==> src/rtl/qdma_trig_pkg.sv <==
package qdma_trig_pkg;

  typedef enum logic [3:0] {
    RK_MAP      = 4'd0,
    RK_ENA      = 4'd1,
    RK_ENA_SET  = 4'd2,
    RK_ENA_CLR  = 4'd3,
    RK_EVT      = 4'd4,
    RK_EVT_CLR  = 4'd5,
    RK_SEC      = 4'd6,
    RK_SEC_CLR  = 4'd7,
    RK_MISS     = 4'd8,
    RK_MISS_CLR = 4'd9,
    RK_NONE     = 4'd10
  } reg_kind_e;

  localparam int unsigned NUM_CTRL_REGS = 9;

  // Map registers occupy offsets 0..n-1; the control registers follow in enum order.
  function automatic reg_kind_e reg_kind(input int unsigned a, input int unsigned n);
    if (a < n)
      return RK_MAP;
    else if (a - n < NUM_CTRL_REGS)
      return reg_kind_e'(4'(a - n + 1));
    else
      return RK_NONE;
  endfunction

endpackage

==> src/rtl/qdma_map_match.sv <==
module qdma_map_match #(
  parameter int NUM_CH = 8,
  parameter int SET_W  = 9,
  parameter int WORD_W = 3,
  localparam int MAP_W = SET_W + WORD_W,
  localparam int PM_AW = MAP_W + 2
) (
  input  logic              clk,
  input  logic              rst,
  input  logic [NUM_CH-1:0] map_we,
  input  logic [MAP_W-1:0]  map_wdata,
  input  logic              pm_wr_en,
  input  logic [PM_AW-1:0]  pm_wr_addr,
  output logic [NUM_CH-1:0] hit,
  output logic [MAP_W-1:0]  map_q [NUM_CH]
);

  for (genvar i = 0; i < NUM_CH; i++) begin : g_ch
    always_ff @(posedge clk) begin
      if (rst)
        map_q[i] <= '0;
      else if (map_we[i])
        map_q[i] <= map_wdata;
    end

    // Byte address of the trigger word: set*32 + word*4.
    assign hit[i] = pm_wr_en && (pm_wr_addr == {map_q[i], 2'b00});
  end

endmodule

==> src/rtl/qdma_chan_state.sv <==
module qdma_chan_state #(
  parameter int NUM_CH = 8
) (
  input  logic              clk,
  input  logic              rst,
  input  logic [NUM_CH-1:0] hit,
  input  logic [NUM_CH-1:0] ena_set,
  input  logic [NUM_CH-1:0] ena_clr,
  input  logic [NUM_CH-1:0] evt_clr,
  input  logic [NUM_CH-1:0] sec_clr,
  input  logic [NUM_CH-1:0] miss_clr,
  input  logic [NUM_CH-1:0] accept,
  output logic [NUM_CH-1:0] en_q,
  output logic [NUM_CH-1:0] evt_q,
  output logic [NUM_CH-1:0] sec_q,
  output logic [NUM_CH-1:0] miss_q
);

  logic [NUM_CH-1:0] trig;
  logic [NUM_CH-1:0] busy;

  assign trig = hit & en_q;
  assign busy = evt_q | sec_q;

  always_ff @(posedge clk) begin
    if (rst) begin
      en_q   <= '0;
      evt_q  <= '0;
      sec_q  <= '0;
      miss_q <= '0;
    end else begin
      en_q   <= (en_q | ena_set) & ~ena_clr;
      evt_q  <= (evt_q & ~accept & ~evt_clr) | (trig & ~busy);
      sec_q  <= (sec_q & ~sec_clr) | accept;
      miss_q <= (miss_q & ~miss_clr) | (trig & busy);
    end
  end

endmodule

==> src/rtl/qdma_prio_arb.sv <==
module qdma_prio_arb #(
  parameter int NUM_CH = 8,
  localparam int CH_W = $clog2(NUM_CH)
) (
  input  logic [NUM_CH-1:0] req,
  input  logic              take,
  output logic              gnt_valid,
  output logic [CH_W-1:0]   gnt_chan,
  output logic [NUM_CH-1:0] accept
);

  always_comb begin
    gnt_chan = '0;
    for (int i = NUM_CH - 1; i >= 0; i--) begin
      if (req[i]) gnt_chan = CH_W'(i);
    end
  end

  assign gnt_valid = |req;
  assign accept    = (take && gnt_valid) ? (NUM_CH'(1) << gnt_chan) : '0;

endmodule

==> src/rtl/qdma_trig_unit.sv <==
module qdma_trig_unit
  import qdma_trig_pkg::*;
#(
  parameter int NUM_CH  = 8,
  parameter int SET_W   = 9,
  parameter int WORD_W  = 3,
  localparam int MAP_W  = SET_W + WORD_W,
  localparam int DATA_W = MAP_W + 2,
  localparam int PM_AW  = MAP_W + 2,
  localparam int CH_W   = $clog2(NUM_CH),
  localparam int CFG_AW = $clog2(NUM_CH + NUM_CTRL_REGS)
) (
  input  logic              clk,
  input  logic              rst,
  input  logic              cfg_wr_en,
  input  logic [CFG_AW-1:0] cfg_wr_addr,
  input  logic [DATA_W-1:0] cfg_wdata,
  input  logic              cfg_rd_en,
  input  logic [CFG_AW-1:0] cfg_rd_addr,
  output logic [DATA_W-1:0] cfg_rdata,
  input  logic              pm_wr_en,
  input  logic [PM_AW-1:0]  pm_wr_addr,
  output logic [NUM_CH-1:0] evt_req,
  output logic              gnt_valid,
  output logic [CH_W-1:0]   gnt_chan,
  input  logic              gnt_take
);

  reg_kind_e wr_kind, rd_kind;
  logic [NUM_CH-1:0] map_we, hit, accept;
  logic [NUM_CH-1:0] ena_set, ena_clr, evt_clr, sec_clr, miss_clr;
  logic [NUM_CH-1:0] en_w, sec_w, miss_w;
  logic [MAP_W-1:0]  map_q [NUM_CH];
  logic [NUM_CH-1:0] wbits;

  assign wr_kind = reg_kind(32'(cfg_wr_addr), NUM_CH);
  assign rd_kind = reg_kind(32'(cfg_rd_addr), NUM_CH);
  assign wbits   = cfg_wdata[NUM_CH-1:0];

  for (genvar i = 0; i < NUM_CH; i++) begin : g_we
    assign map_we[i] = cfg_wr_en && (wr_kind == RK_MAP) && (cfg_wr_addr == CFG_AW'(i));
  end

  assign ena_set  = (cfg_wr_en && wr_kind == RK_ENA_SET)  ? wbits : '0;
  assign ena_clr  = (cfg_wr_en && wr_kind == RK_ENA_CLR)  ? wbits : '0;
  assign evt_clr  = (cfg_wr_en && wr_kind == RK_EVT_CLR)  ? wbits : '0;
  assign sec_clr  = (cfg_wr_en && wr_kind == RK_SEC_CLR)  ? wbits : '0;
  assign miss_clr = (cfg_wr_en && wr_kind == RK_MISS_CLR) ? wbits : '0;

  qdma_map_match #(.NUM_CH(NUM_CH), .SET_W(SET_W), .WORD_W(WORD_W)) u_match (
    .clk        (clk),
    .rst        (rst),
    .map_we     (map_we),
    .map_wdata  (cfg_wdata[DATA_W-1:2]),
    .pm_wr_en   (pm_wr_en),
    .pm_wr_addr (pm_wr_addr),
    .hit        (hit),
    .map_q      (map_q)
  );

  qdma_chan_state #(.NUM_CH(NUM_CH)) u_state (
    .clk      (clk),
    .rst      (rst),
    .hit      (hit),
    .ena_set  (ena_set),
    .ena_clr  (ena_clr),
    .evt_clr  (evt_clr),
    .sec_clr  (sec_clr),
    .miss_clr (miss_clr),
    .accept   (accept),
    .en_q     (en_w),
    .evt_q    (evt_req),
    .sec_q    (sec_w),
    .miss_q   (miss_w)
  );

  qdma_prio_arb #(.NUM_CH(NUM_CH)) u_arb (
    .req       (evt_req),
    .take      (gnt_take),
    .gnt_valid (gnt_valid),
    .gnt_chan  (gnt_chan),
    .accept    (accept)
  );

  always_ff @(posedge clk) begin
    if (rst) begin
      cfg_rdata <= '0;
    end else if (cfg_rd_en) begin
      case (rd_kind)
        RK_MAP:  cfg_rdata <= {map_q[cfg_rd_addr[CH_W-1:0]], 2'b00};
        RK_ENA:  cfg_rdata <= DATA_W'(en_w);
        RK_EVT:  cfg_rdata <= DATA_W'(evt_req);
        RK_SEC:  cfg_rdata <= DATA_W'(sec_w);
        RK_MISS: cfg_rdata <= DATA_W'(miss_w);
        default: cfg_rdata <= '0;
      endcase
    end
  end

endmodule

==> config.mk <==
export PLATFORM = sky130hd
export DESIGN_NAME = qdma_trig_unit
export DESIGN_NICKNAME = d
export VERILOG_FILES = /design/src/rtl/qdma_trig_pkg.sv /design/src/rtl/qdma_map_match.sv /design/src/rtl/qdma_chan_state.sv /design/src/rtl/qdma_prio_arb.sv /design/src/rtl/qdma_trig_unit.sv
export SDC_FILE = /design/constraint.sdc
export NUM_CORES = 1
export LEC_CHECK = 0
export CORE_MARGIN = 2
export CORE_UTILIZATION = 30
export DETAILED_ROUTE_END_ITERATION = 7
export PLACE_DENSITY = 0.44
export SKIP_CTS_REPAIR_TIMING = 1
export SLEW_MARGIN = 20
export SYNTH_ARGS = -nofsm -noshare
export SYNTH_HDL_FRONTEND = slang
export SYNTH_SLANG_ARGS = --single-unit
==> constraint.sdc <==
create_clock -name clk -period 4.24 [get_ports clk]
set_input_delay 0.848 -clock clk [delete_from_list [all_inputs] [get_ports clk]]
set_output_delay 0.848 -clock clk [all_outputs]
set_load 0.01 [all_outputs]
==> results of run 1 <==
==> kinds of logic after synthesis <==
family                   share of synthesized area, %
AND/OR/NAND/NOR                                  17.4
AO/OA/AOI/OAI                                    15.5
flip-flops                                       35.8
buffers and inverters                            5.40
XOR/XNOR                                         10.9
multiplexers                                     13.5
adder cells (fa/ha/maj)                          1.42
==> metrics by stage <==
step	worst slack, ns	std cells
6_report	1.11	1295
5_1_grt	0.985	1295
4_1_cts	1.09	1295
3_5_place_dp	0.815	1264
3_3_place_gp	0.805	1264
2_1_floorplan	1.16	917
==> metal layers <==
layer	up-vias	global-route usage [%]	share of wire, %
met5	-	0	0
met4	0	7.42	2.7
met3	40	4.28	5.7
met2	235	32.1	44
met1	3422	29.4	47
li1	3318	-	-
==> power groups by stage <==
stage	logic, W	registers, W	clock network (W)
floorplan	0.000197	0.00138	0
global placement	0.000345	0.00138	0
detailed placement	0.000343	0.00138	0
CTS	0.000344	0.00135	0.00171
global route	0.000366	0.00135	0.00176
finish	0.000346	0.00135	0.00169
==> synth_stat cells (13+ instances only) <==
cell type    n  share of area (%)
a21oi_1     66                4.2
nand4_1     26                2.0
dfxtp_1    142                 36
nor2_1      94                4.4
a211o_1     13                1.4
nand2_1     76                3.6
mux2i_1     67                8.4
nand3_1     57                3.6
clkbuf_1    60                2.8
xor2_1      26                2.9
inv_1       27                1.3
xnor2_1     73                8.0
==> registers in the layout, indices dropped and copies added, names as in the netlist <==
register	cells
cfg_rdata	14
u_match.map_q	96
u_state.en_q	8
u_state.evt_q	8
u_state.miss_q	8
u_state.sec_q	8
==> tightest hold or removal path: cells and delay by family (launching register included) <==
| kind | cells | cell delay (ns) |
|---|---|---|
| compound gates | 1 | 0.05 |
| flops | 1 | 0.33 |
| simple gates | 1 | 0.06 |
==> area by class of cell <==
type / instances / area share, %
inverter: 27 / 1.06
timing repair buffer: 94 / 9.12
clock buffer: 20 / 4.78
tap: 335 / 4.39
clock inverter: 11 / 1.98
sequential: 142 / 29.8
multi-input combinational: 666 / 48.9
==> how the worst max path moves through the flow <==
| stage | from | endpoint | slack (ns) |
|---|---|---|---|
| final | u_state.evt_q[1]$_SDFF_PP0_ | gnt_valid | 1.11 |
| after global routing | u_state.evt_q[4]$_SDFF_PP0_ | gnt_valid | 0.98 |
| after CTS | u_state.evt_q[1]$_SDFF_PP0_ | gnt_valid | 1.09 |
| after detailed placement | cfg_wr_addr[3] | u_state.miss_q[3]$_SDFF_PP0_ | 0.82 |
| after global placement | cfg_wr_addr[3] | u_state.miss_q[3]$_SDFF_PP0_ | 0.81 |
| after floorplan | cfg_rd_addr[1] | cfg_rdata[3]$_SDFFE_PP0P_ | 1.16 |
==> summary.txt, run 1 <==
status: completed
Cell variety after synth: 62
Worst Reg2Reg Path Length in Cells: 5
final max-slew violation count: 0
TritonCTS clock tree: built
Main synth FF type: dfxtp_1
hold_ws: 0.484 ns
first-pass GRT wire length: 44000 um
final setup fails: 0
CTS root buf: clkbuf_16
Layout Utilization: 36.7%
actual slew at the worst max-slew pin: 0.936 ns
Yosys warnings: 0
setup TNS: 0 ns
maximum buffer depth of the clock tree: 2
WP data required: 3.39 ns
routed len/inst: 22.7 um
DRC errors left: 0
RR Startpoint: u_state.evt_q[2]$_SDFF_PP0_
Post-Synthesis Cells: 917
initial antenna violation count: 0
min-delay src: u_match.map_q[31]$_SDFFE_PP0P_
RSZ-0062 raised after global routing: false
die area: 27800 um^2
1st-iter DRT viols: 525
Reg clk slew, reported paths: 0.06 ns
Post-Route WL: 29500 um
Sequential cell area: 2840 um^2
CP Depth: 3
Logic pwr share: 10.2%
max_cap viols: 0
Clk pwr share: 49.8%
r2r endpoint: u_state.evt_q[4]$_SDFF_PP0_
Die Wd: 167 um
Max Fanout on Critical Path: 11
share of layout cells above drive strength 1: 9.48%
CP endpoint kind: output port
CP max stage delay: 0.48 ns
commonest non-fill, non-tap cell in the layout: dfxtp_1
mapped cell area: 7940 um^2
FMAX: 319 MHz
GRT overflow: 0
switch share: 24.9%
post-route cell area: 9550 um^2
multi-input logic area: 4670 um^2
sequential area share after synthesis: 35.8%
Mapped Nets: 970
Int Pwr: 0.00254 W
Inserted Diodes: 0
Buf/Inv on CP: 1
Seq pwr share: 39.9%
all-layer global routing usage: 21.0%
routability congestion estimate: 0.863
row count: 59
Worst slew margin: 37.6%
Die Y-Extent: 167 um
CP startpoint kind: flip-flop
syn avg cell area: 8.66 um^2
CP max stage cell: clkdlybuf4s50_1
min cycle time layout: 3.13 ns
port buffer count: 69
placement-stage cell area: 8910 um^2
via count: 7015
fin crit share: 73.9%
Power, Total: 0.00338 W
total CTS buffers: 17
Post-DRT Antenna Nets: 0
clk_lat worst skew: 0.44 ns
Top Family by Delay on Critical Path: simple AND/OR/NAND/NOR gates
HP Class: reg -> reg
largest net degree at the start of global routing: 80
Leakage: 3.51 nW
Initial DRT Pass Iterations: 5
# clock sinks: 142
# nets final: 1001
Final HPWL DP: 21000 um
vias in the first global route: 6705
relative area change from synthesis to final layout: 20.3%
Starting Density: 30.5%
peak supply drop: 0.221 mV
H-tree depth: 4
drt via density: 5.42
fillers: 2688
asr flop ratio synth: 0%
crit path cell chain: or3_1, or3b_2, clkdlybuf4s50_1
Crit path arrival time: 2.29 ns
num ports: 70
register-to-register setup slack: 2.25 ns
Setup Skew: 0.00886 ns
register bit total from synthesis: 142
Core ar.: 26100 um^2
Post-synth EDFFs: 0
Hold Path Depth: 2
crit path kind: reg -> out
final hold violations: 0
Sw Pwr: 0.000844 W
hold endpoint: u_match.map_q[31]$_SDFFE_PP0P_
Power Density: 354 nW/um^2
most frequent cells in the layout: dfxtp_1 (142), nor2_1 (94), nand2_1 (76), xnor2_1 (73)
Note: power is estimated with default switching activity, not from simulation.
==> run 2: changes to the inputs <==
Clock period 4.24 ns to 3.2 ns, I/O delays scaled along.
==> run 2 against run 1 <==
Sequential cell count stayed put. Non-clock buffer count up 22. Setup slack worse by 0.84 ns. Power is 30% higher. Register-to-register slack got worse by 1.0 ns. Clock power rose by 27%. Clock-buffer cell count did not move. Critical path depth unchanged. Global-route usage decreased by 0.072 points. Combinational power up 36%. Sequential share of layout area decreased by 0.51 points. Critical path type unchanged. Largest power group unchanged.
==> summary.txt, run 2 (synthesis gave the netlist of run 1 again) <==
# clock sinks: 142 (unchanged)
FMAX: 341 MHz
GRT overflow: 0 (unchanged)
routability congestion estimate: 0.821 (-4.8%)
fillers: 2690 (+0.074%)
relative area change from synthesis to final layout: 22.4%
Inserted Diodes: 0 (unchanged)
Hold Path Depth: 2 (unchanged)
Reg clk slew, reported paths: 0.07 ns (about the same)
Final HPWL DP: 20900 um (-0.40%)
Max Fanout on Critical Path: 11 (unchanged)
vias in the first global route: 6747 (+0.63%)
final setup fails: 0 (unchanged)
share of layout cells above drive strength 1: 11.4% (+1.9 points)
min-delay src: u_match.map_q[20]$_SDFFE_PP0P_
largest net degree at the start of global routing: 71 (-11%)
H-tree depth: 4 (unchanged)
initial antenna violation count: 0 (unchanged)
HP Class: reg -> reg
RSZ-0062 raised after global routing: false
fin crit share: 91.7%
# nets final: 1023 (+2.2%)
register-to-register setup slack: 1.21 ns (-1.04 ns)
Top Registers: u_match.map_q: 96 flops, cfg_rdata: 14 flops
Crit path arrival time: 2.29 ns (about the same)
Initial DRT Pass Iterations: 5 (unchanged)
most frequent cells in the layout: dfxtp_1 (142), nor2_1 (94), nand2_1 (76), xnor2_1 (73)
total CTS buffers: 17 (unchanged)
min cycle time layout: 2.93 ns
1st-iter DRT viols: 480 (-8.6%)
crit path kind: reg -> out
Most flops, register: u_match.map_q
row count: 59 (unchanged)
Core ar.: 26100 um^2 (unchanged)
Setup Skew: 0.0105 ns (+0.00164 ns)
Die Wd: 167 um (unchanged)
setup TNS: 0 ns (unchanged)
Starting Density: 30.5% (unchanged)
via count: 6994 (-0.30%)
Layout Utilization: 37.3% (+0.64 points)
Post-Route WL: 28900 um (-1.7%)
Die Y-Extent: 167 um (unchanged)
first-pass GRT wire length: 44100 um (+0.28%)
port buffer count: 69 (unchanged)
multi-input logic area: 4670 um^2 (unchanged)
die area: 27800 um^2 (unchanged)
max reg flops: 96 (unchanged)
CTS root buf: clkbuf_16
Post-DRT Antenna Nets: 0 (unchanged)
CP endpoint kind: output port
all-layer global routing usage: 20.9% (-0.072 points)
TritonCTS clock tree: built
Worst Reg2Reg Path Length in Cells: 5 (unchanged)
CP startpoint kind: flip-flop
DRC errors left: 0 (unchanged)
clk_lat worst skew: 0.43 ns (about the same)
final hold violations: 0 (unchanged)
commonest non-fill, non-tap cell in the layout: dfxtp_1
actual slew at the worst max-slew pin: 0.813 ns (-0.123 ns)
WP data required: 2.56 ns (-0.83 ns)
Sequential cell area: 2840 um^2 (unchanged)
max_cap viols: 0 (unchanged)
maximum buffer depth of the clock tree: 2 (unchanged)
r2r endpoint: u_state.evt_q[7]$_SDFF_PP0_
peak supply drop: 0.292 mV (+32%)
drt via density: 5.31 (-2.0%)
routed len/inst: 22.0 um (-3.5%)
hold endpoint: u_match.map_q[20]$_SDFFE_PP0P_
status: completed
final max-slew violation count: 0 (unchanged)
Worst slew margin: 45.8% (+8.2 points)
num ports: 70 (unchanged)
Leakage: 3.61 nW (+2.7%)
Power Density: 453 nW/um^2 (+28%)
RR Startpoint: u_state.evt_q[2]$_SDFF_PP0_
CP startpoint: u_state.evt_q[1]$_SDFF_PP0_
-- run 2: cell types whose count changed in the layout (fill, tap and decap cells not counted), sizes merged --
cell      change
clkinv        -2
bufinv        -1
buf          +22
clkinvlp      +2
inv           +2
-- run 2: worst max-delay path by stage --
stage          cells after the start  slack (ns)                        end
2_1_floorplan                     10        0.33  cfg_rdata[3]$_SDFFE_PP0P_
3_5_place_dp                       8        0.13  cfg_rdata[6]$_SDFFE_PP0P_
5_1_grt                            3        0.15                  gnt_valid
3_3_place_gp                       8        0.19  cfg_rdata[7]$_SDFFE_PP0P_
6_report                           3        0.27                  gnt_valid
4_1_cts                            3        0.24                  gnt_valid
-- run 2: layer usage --
metal | track usage, % | vias to the layer above | share of wire, %
met4 | 4.84 | 0 | 1.6
li1 | - | 3368 | -
met2 | 33.4 | 197 | 46
met5 | 0 | - | 0
met3 | 4.13 | 29 | 5.1
met1 | 29.1 | 3400 | 48
-- run 2: area by class of cell --
class | instances | area share, %
tap | 335 | 4.31
timing repair buffer | 116 | 10.9
sequential | 142 | 29.3
inverter | 27 | 1.04
clock inverter | 12 | 1.91
clock buffer | 20 | 4.49
multi-input combinational | 666 | 48.1
-- run 2: metrics by stage --
stage	instance area, um^2	std cells	hold slack, ns	power, W	setup WS [ns]
after floorplan	7940	917	0.454	0.00209	0.328
after global placement	9100	1286	0.469	0.00230	0.192
after detailed placement	9100	1286	0.471	0.00230	0.127
after CTS	9720	1318	0.481	0.00444	0.243
after global routing	9720	1318	0.509	0.00456	0.149
final	9720	1318	0.481	0.00441	0.267
-- run 2: power by group --
group          leakage (nW)  switching (W)  internal, W  total, W
Sequential             1.15      0.0000105      0.00178   0.00179
Combinational          2.18       0.000285     0.000184  0.000469
Clock                 0.287       0.000834      0.00131   0.00215
-- run 2: critical path, cell delays in order, from the launching register on --
cell and delay [ns]:
dfxtp_1 0.44, or3_1 0.46, or3b_2 0.47, clkdlybuf4s50_1 0.49
